File: config.mk
export PLATFORM = sky130hd
export DESIGN_NAME = qpd_top
export DESIGN_NICKNAME = d
export VERILOG_FILES = /design/src/rtl/qpd_pkg.sv /design/src/rtl/qpd_pair_vote.sv /design/src/rtl/qpd_vote_merge.sv /design/src/rtl/qpd_history.sv /design/src/rtl/qpd_top.sv
export SDC_FILE = /design/constraint.sdc
export NUM_CORES = 1
export LEC_CHECK = 0
export ABC_AREA = 1
export BUFFER_PORTS_ARGS = -buffer_cell sky130_fd_sc_hd__buf_2
export CORE_MARGIN = 3
export CORE_UTILIZATION = 30
export CTS_CLUSTER_SIZE = 20
export DETAILED_ROUTE_END_ITERATION = 8
export SETUP_SLACK_MARGIN = 0.05
export SYNTH_ARGS = -nofsm -noshare
export SYNTH_HDL_FRONTEND = slang
export SYNTH_SLANG_ARGS = --single-unit
File: constraint.sdc
create_clock -name clk_i -period 3 [get_ports clk_i]
set_input_delay 0.15 -clock clk_i [delete_from_list [all_inputs] [get_ports clk_i]]
set_output_delay 0.15 -clock clk_i [all_outputs]
set_load 0.02 [all_outputs]
File: src/rtl/qpd_pkg.sv
`timescale 1ns/1ps
package qpd_pkg;
  typedef logic signed [1:0] step_t;
  localparam step_t STEP_UP   = 2'sb01;
  localparam step_t STEP_DN   = 2'sb11;
  localparam step_t STEP_ZERO = 2'sb00;
endpackage

File: src/rtl/qpd_pair_vote.sv
`timescale 1ns/1ps
// One edge/centre pair: a vote only on a transition inside the pair.
module qpd_pair_vote (
  input  logic edge_smp_i,
  input  logic centre_smp_i,
  input  logic prior_smp_i,
  output logic up_o,
  output logic dn_o
);
  logic trans;
  always_comb begin
    trans = edge_smp_i ^ centre_smp_i;
    dn_o  = trans & (edge_smp_i == prior_smp_i);
    up_o  = trans & (edge_smp_i != prior_smp_i);
  end
endmodule

File: src/rtl/qpd_vote_merge.sv
`timescale 1ns/1ps
// Reduces per-pair votes to a direction and the two-in-a-row step.
module qpd_vote_merge
  import qpd_pkg::*;
#(
  parameter int NUM_PAIRS = 4
) (
  input  logic [NUM_PAIRS-1:0] up_i,
  input  logic [NUM_PAIRS-1:0] dn_i,
  input  step_t                prev_sign_i,
  output step_t                sign_o,
  output step_t                step_o
);
  localparam int CW = $clog2(NUM_PAIRS + 1);
  logic [CW-1:0] up_cnt, dn_cnt;

  always_comb begin
    up_cnt = '0;
    dn_cnt = '0;
    for (int i = 0; i < NUM_PAIRS; i++) begin
      up_cnt = up_cnt + CW'(up_i[i]);
      dn_cnt = dn_cnt + CW'(dn_i[i]);
    end
    if (up_cnt > dn_cnt)      sign_o = STEP_UP;
    else if (dn_cnt > up_cnt) sign_o = STEP_DN;
    else                      sign_o = STEP_ZERO;
    step_o = ((sign_o != STEP_ZERO) && (sign_o == prev_sign_i)) ? sign_o : STEP_ZERO;
  end
endmodule

File: src/rtl/qpd_history.sv
`timescale 1ns/1ps
// Carries the last centre sample and last direction across accepted vectors.
module qpd_history
  import qpd_pkg::*;
(
  input  logic  clk_i,
  input  logic  rst_i,
  input  logic  load_i,
  input  logic  centre_i,
  input  step_t sign_i,
  output logic  prev_centre_o,
  output step_t prev_sign_o
);
  always_ff @(posedge clk_i) begin
    if (rst_i) begin
      prev_centre_o <= 1'b0;
      prev_sign_o   <= STEP_ZERO;
    end else if (load_i) begin
      prev_centre_o <= centre_i;
      prev_sign_o   <= sign_i;
    end
  end
endmodule

File: src/rtl/qpd_top.sv
`timescale 1ns/1ps
module qpd_top
  import qpd_pkg::*;
#(
  parameter int NUM_PAIRS = 4
) (
  input  logic                   clk_i,
  input  logic                   rst_i,
  input  logic [2*NUM_PAIRS-1:0] samp_i,
  input  logic                   samp_valid_i,
  output logic [NUM_PAIRS-1:0]   vote_up_o,
  output logic [NUM_PAIRS-1:0]   vote_dn_o,
  output logic [1:0]             step_o,
  output logic [NUM_PAIRS-1:0]   word_o,
  output logic                   out_valid_o
);
  localparam int NSAMP = 2 * NUM_PAIRS;

  logic [NUM_PAIRS-1:0] up_c, dn_c, word_c;
  logic                 prev_centre;
  step_t                prev_sign, cur_sign, step_c;

  for (genvar g = 0; g < NUM_PAIRS; g++) begin : g_pair
    logic prior;
    if (g == 0) begin : g_first
      assign prior = prev_centre;
    end else begin : g_rest
      assign prior = samp_i[2*g-1];
    end
    qpd_pair_vote u_vote (
      .edge_smp_i   (samp_i[2*g]),
      .centre_smp_i (samp_i[2*g+1]),
      .prior_smp_i  (prior),
      .up_o         (up_c[g]),
      .dn_o         (dn_c[g])
    );
    assign word_c[g] = samp_i[2*g+1];
  end

  qpd_vote_merge #(.NUM_PAIRS(NUM_PAIRS)) u_merge (
    .up_i        (up_c),
    .dn_i        (dn_c),
    .prev_sign_i (prev_sign),
    .sign_o      (cur_sign),
    .step_o      (step_c)
  );

  qpd_history u_hist (
    .clk_i         (clk_i),
    .rst_i         (rst_i),
    .load_i        (samp_valid_i),
    .centre_i      (samp_i[NSAMP-1]),
    .sign_i        (cur_sign),
    .prev_centre_o (prev_centre),
    .prev_sign_o   (prev_sign)
  );

  always_ff @(posedge clk_i) begin
    if (rst_i) begin
      vote_up_o   <= '0;
      vote_dn_o   <= '0;
      step_o      <= STEP_ZERO;
      word_o      <= '0;
      out_valid_o <= 1'b0;
    end else begin
      out_valid_o <= samp_valid_i;
      if (samp_valid_i) begin
        vote_up_o <= up_c;
        vote_dn_o <= dn_c;
        step_o    <= step_c;
        word_o    <= word_c;
      end
    end
  end
endmodule

# Word-level counts from Yosys, hierarchy flattened
# Cells that the tools add are included.
[word_totals] mem_count=0 latchBits=0 in_bits=11 wordCells=41 out_inout_bits=15 regBits=18 mem_bits_ro=0 ramBits=0
[classes] div=0 eq_ne=9 muxes=3 bitwise=12 shifts=0 n_addsub=6 order_cmp=2 mul=0 n_reduce_logical=2
[op_table] cell="$add A3 B1 Y3" count=4
[op_table] cell="$and A1 B1 Y1" count=8
[op_table] cell="$gt A3 B3 Y1" count=2
[op_table] cell="$mux W2" count=3
[op_table] cell="$add A1 B1 Y2" count=2
[op_table] cell="$eq A1 B1 Y1" count=4
[op_table] cell="$ne A1 B1 Y1" count=4
[op_table] cell="$xor A1 B1 Y1" count=4
[op_table] cell="$eq A2 B2 Y1" count=1
[op_table] cell="$reduce_bool A2 Y1" count=1
[op_table] cell="$logic_and A1 B1 Y1" count=1

# Logic depth before layout (Yosys ltp)
[logic_depth] depth_word=11 ltp_mapped=16

# Modules after synthesis
# Synthesis repeated with hierarchy kept, for this count alone.
[unflattened] hier_cells=201 area_unflattened_um2=1169.9
[modules_own_cells] mod="qpd_top" instances=1 area_each_um2=605.6 seq_area_each_um2=300.3 cells_per_inst=92
[modules_own_cells] mod="qpd_vote_merge" instances=1 area_each_um2=234.0 seq_area_each_um2=0.0 cells_per_inst=34
[modules_own_cells] mod="qpd_pair_vote" instances=4 area_each_um2=52.6 seq_area_each_um2=0.0 cells_per_inst=14
[modules_own_cells] mod="qpd_history" instances=1 area_each_um2=120.1 seq_area_each_um2=60.1 cells_per_inst=19

# Worst setup path after synthesis
# Ideal clock, no wire load.
[synth_timing] path_type="register to register" from="reg u_hist.prev_centre_o" to="reg step_o[1]" n_path_buf=0 slack_ps=542 synth_period_minus_slack_ps=2458 setup_time_ps=111 path_stages_with_launch=14 t_arrival_ps=2347 cell_sequence="dfxtp_1 xor2_1 or2_1 inv_1 ha_1 fa_1 ha_1 ha_1 nand3_1 nand2_1 nand3_1 nor2_1 nor2_1 nor2_1"
[synth_via] elab_chain_cells=11 elab_cells_between_ends=18 classes_between="6 x add/sub; 2 x order compare; 3 x eq/ne; 3 x mux; 2 x bitwise; 2 x reduce/logical"
[synth_lines] element="start: declaration" line="qpd_history.sv:11" text="output logic prev_centre_o,"
[synth_lines] element="start signal: assignment" line="qpd_history.sv:19" text="prev_centre_o <= centre_i;"
[synth_lines] element="$eq A1 B1 Y1 *" line="qpd_pair_vote.sv:13" text="dn_o = trans & (edge_smp_i == prior_smp_i);"
[synth_lines] element="$and A1 B1 Y1 *" line="qpd_pair_vote.sv:13"
[synth_lines] element="net g_pair[0].u_vote.dn_o" line="qpd_pair_vote.sv:8" text="output logic dn_o"
[synth_lines] element="$add A1 B1 Y2 *" line="qpd_vote_merge.sv:22" text="dn_cnt = dn_cnt + CW'(dn_i[i]);"
[synth_lines] element="$add A3 B1 Y3 * (2 in a row)" line="qpd_vote_merge.sv:22"
[synth_lines] element="$gt A3 B3 Y1" line="qpd_vote_merge.sv:25" text="else if (dn_cnt > up_cnt) sign_o = STEP_DN;"
[synth_lines] element="$mux W2" line="qpd_vote_merge.sv:25"
[synth_lines] element="$mux W2 *" line="qpd_vote_merge.sv:24" text="if (up_cnt > dn_cnt) sign_o = STEP_UP;"
[synth_lines] element="$eq A2 B2 Y1 or $reduce_bool A2 Y1 (tied branches)" line="qpd_vote_merge.sv:27" text="step_o = ((sign_o != STEP_ZERO) && (sign_o == prev_sign_i)) ? sign_o : STEP_ZERO;"
[synth_lines] element="$logic_and A1 B1 Y1" line="qpd_vote_merge.sv:27"
[synth_lines] element="$mux W2 *" line="qpd_vote_merge.sv:27"
[synth_lines] element="end signal: assignment" line="qpd_top.sv:70" text="step_o <= step_c;"
[synth_lines] element="end: declaration" line="qpd_top.sv:13" text="output logic [1:0] step_o,"
# Mark *: on every way through the listed nets, which the timed path passes. The rest lies on a longest branch.
# A chain may end at the register's enable or synchronous reset.

# Worst setup path in the final report
# Ends and elaborated chain as after synthesis.

==> impl.org <==
** Worst setup path
- Cell type of the slowest stage on the worst timing path :: sky130_fd_sc_hd__fa_1
- Kind of end point of the critical path :: register
- Critical Path, Cell by Cell :: xor2_1 -> or2_1 -> inv_1 -> ha_1 -> fa_1 -> ha_1 -> ha_1 -> nand3_1 -> nand2_1 -> nand3_1 -> nor2_1 -> nor2_1 -> nor2_1
- For flop-to-flop paths, the worst setup slack is between 0.3 and 0.4 ns.
- Count of buffering cells on the critical path with inverters included :: 1
- Largest delay share family, worst path :: adder cells
- By startpoint and endpoint, the worst setup path is classified as reg2reg.
- STA classifies the critical path startpoint as a register.
- Data arrival time of the critical path :: between 2 and 3 ns
- Highest fanout seen on the critical path :: 4
- Endpoint required time on the critical path :: 3.23 ns
- Reg2Reg Depth :: 13
- On the worst path, the slowest cell contributes a delay of 0.40 ns.
- Counting buffers and inverters, the worst setup path is 13 cells deep.

** GRT
- The first global-routing pass estimated 3070 um of wire.
- Number of antenna violations at the first check in global routing :: 0
- The via count of the first global-routing pass was 756.
- For this run, the total global-route usage over all layers was measured as 11.1%.
- Entering global routing, the biggest net connects 28 pins.
- Sum of overflow across all layers after global routing :: 0

** Drt
- In the final routed layout, each cell accounts on average for around 10 um.
- Violation count after the first detailed-routing iteration :: 22
- After detailed routing, the number of remaining DRC violations is 0.
- Total Routed Length :: between 1500 and 2000 um
- DR pass1 iterations :: 4
- The routed layout has around 790 vias.
- In the routed layout, each cell is associated on average with a via count of 4.59.
- Post-route antenna net violation count :: 0

** Timing
- Headroom to the max-slew limit came out at 73.3%.
- Setup repair after global routing missed its margin :: no
- Max Transition Viols Final :: 0
- The total count of hold-check failures in the final report was 0.
- Setup violations remaining at the end of the flow were counted as 0.
- The final critical path takes up 89.5% of the cycle.
- The routed design could run at a clock period as short as 2.69 ns.
- At the pin with the least slew margin, the transition time is about 0.40 ns.
- Setup clock skew after layout :: 0.00325 ns
- Once routing completed, OpenROAD measured the worst setup slack at 0.315 ns.
- In the final timing run, aggregate negative setup slack is 0 ns.
- Final worst hold slack :: 0.0507 ns
- Derived from the worst setup path, the maximum achievable clock frequency is 372 MHz.

** Clock tree
- After clock tree synthesis, the flow added hold-fix buffers numbering 0.
- TritonCTS built the clock tree.
- The longest clock path from root to sink contains 2 buffers.
- Clock-pin slew was measured on the worst setup and hold paths at around 0.10 ns.
- CTS built an H-tree with a depth of 1.
- Clk Tree Root Cell :: sky130_fd_sc_hd__clkbuf_4
- The clock reaches the later pin of the worst-skew pair after about 0.29 ns.
- The number of setup buffers added after CTS is 0.
- Clock buffers created by TritonCTS :: 3
- The clock net in this run drives a total of 17 sinks.
- Count of cells resized by post-cts repair :: 0

** Synth
- For this run, the register share of the synthesized area comes to 37.7%.
- Gate count after technology mapping :: between 100 and 150
- The synthesized design contains 17 register bits.
- Syn_area_per_cell :: 7.72 um^2
- Counting distinct cell types in the post-synthesis netlist gives 17.
- Yosys warns :: 0
- Mapped Nets :: between 100 and 150
- Synthesized area :: 903 um^2

** Power
- Pwr dens :: 539 nW/um^2
- Max IR drop VDD :: 0.244 mV
- LEAKAGE :: 0.589 nW
- Power comes to about 580 uW.

** Floorplan
- IO Count :: 26
- The die covers between 3000 and 4000 um^2.
- The total area inside the core boundary comes to roughly 2800 um^2.
- Y dimension of the die :: 60.9 um
- Die W :: 60.9 um
- Row count :: 19
- For this configuration, the core starts out at a cell density of about 32%.

** Placed design
- Timing analysis after detailed placement gives a worst setup slack of approximately 0.33 ns.
- Input and output buffers added on the ports amount to 25.
- The wire-length estimate of the detail-placed layout is ~1400 um.
- Once placement finished, the instance area stood at 1040 um^2.
- Gp weighted congestion :: 0.784
- Placed Instances :: 168

** Layout
- Relative to the synthesized area, the layout overhead comes to 18.3%.
- 0 antenna diodes ended up in the layout.
- Share of the core filled with cells in the final layout :: 38.1%
- Excluding fillers, the count of instances in the completed layout stands at 172.
- The post-route netlist has 20.6% of its cells at a drive strength greater than 1.
- The finished cells cover 1070 um^2.
- For this run, the post-layout net count is 162.
- Fill cells :: between 300 and 400

** Status
- The flow ran to the end, and the final reports show no timing, DRC or antenna violations.

** Min path
- The tightest min-delay check is of the in2reg type.
- Number of stages on the worst hold path :: 2

** Flow run
- Count of maximum capacitance violations :: 0
## final timing paths
check                                           start               endpoint
worst max register to register   u_hist.prev_centre_o              step_o[1]
worst min register to register  u_hist.prev_sign_o[1]  u_hist.prev_sign_o[1]
worst min-delay path                            rst_i  u_hist.prev_sign_o[1]
worst max-delay path             u_hist.prev_centre_o              step_o[1]
## sequential cells by signal, summed over array words and instances (netlist names)
register              count
vote_dn_o                 4
vote_up_o                 4
word_o                    3
step_o                    2
u_hist.prev_sign_o        2
out_valid_o               1
u_hist.prev_centre_o      1
## layer usage
metal  global-route usage [%]  share of wire [%]  vias to the layer above
met4                     6.50                3.1                        0
li1                         -                  -                      417
met3                     2.34                4.2                        8
met1                     11.6                 43                      347
met2                     20.5                 50                       17
met5                        0                  0                        -
## power breakdown
group	internal, mW	switching (mW)
Combinational	0.0759	0.122
Clock	0.0495	0.0702
Sequential	0.247	0.0113
## layout make-up
class,count,area (um^2),area share (%)
Multi-Input combinational cell,74,458,42.9
Sequential cell,17,340,31.9
Timing Repair Buffer,25,125,11.7
Inverter,21,78.8,7.38
Tap cell,31,38.8,3.63
Clock buffer,3,22.5,2.11
Clock inverter,1,5.00,0.468
## kinds of logic (layout without fill, tap and decap cells)
kind of cell    Yosys count  count (layout)  share of synthesized area (%)
compound gates           27              27                           15.1
flops                    17              17                           37.7
simple gates             30              30                           13.7
buf+inv                  26              50                           11.6
xor+xnor                  8               8                           7.76
fa+ha+maj                 9               9                           14.1
## worst register-to-register path, cell delays in order, from the launching register on
cell,delay [ns]
sky130_fd_sc_hd__dfxtp_1,0.39
sky130_fd_sc_hd__xor2_1,0.18
sky130_fd_sc_hd__or2_1,0.16
sky130_fd_sc_hd__inv_1,0.06
sky130_fd_sc_hd__ha_1,0.30
sky130_fd_sc_hd__fa_1,0.40
sky130_fd_sc_hd__ha_1,0.29
sky130_fd_sc_hd__ha_1,0.30
sky130_fd_sc_hd__nand3_1,0.10
sky130_fd_sc_hd__nand2_1,0.13
sky130_fd_sc_hd__nand3_1,0.10
sky130_fd_sc_hd__nor2_1,0.12
sky130_fd_sc_hd__nor2_1,0.04
sky130_fd_sc_hd__nor2_1,0.07
## layout by cell type, fill, tap and decap left out, drive strengths merged
cell type	synthesis	routed
a21oi	11	11
a31oi	1	1
buf	3	25
clkbuf	2	3
clkinv	0	1
dfxtp	17	17
fa	2	2
ha	7	7
inv	21	21
nand2	10	10
nand3	5	5
nor2	13	13
o21ai	15	15
or2	2	2
xnor2	4	4
xor2	4	4
## cells in the mapped netlist
master	count	area share, %
sky130_fd_sc_hd__clkbuf_1	1	0.42
sky130_fd_sc_hd__fa_1	2	4.4
sky130_fd_sc_hd__nand2_1	10	4.2
sky130_fd_sc_hd__nand3_1	5	2.8
sky130_fd_sc_hd__o21ai_0	15	8.3
sky130_fd_sc_hd__a31oi_1	1	0.69
sky130_fd_sc_hd__xor2_1	4	3.9
sky130_fd_sc_hd__inv_1	21	8.7
sky130_fd_sc_hd__nor2_1	13	5.4
sky130_fd_sc_hd__clkbuf_2	1	0.55
sky130_fd_sc_hd__dfxtp_1	17	38
sky130_fd_sc_hd__a21oi_1	11	6.1
sky130_fd_sc_hd__buf_2	2	1.1
sky130_fd_sc_hd__ha_1	7	9.7
sky130_fd_sc_hd__buf_4	1	0.83
sky130_fd_sc_hd__or2_1	2	1.4
sky130_fd_sc_hd__xnor2_1	4	3.9
Power figures use the tool's default switching activity.
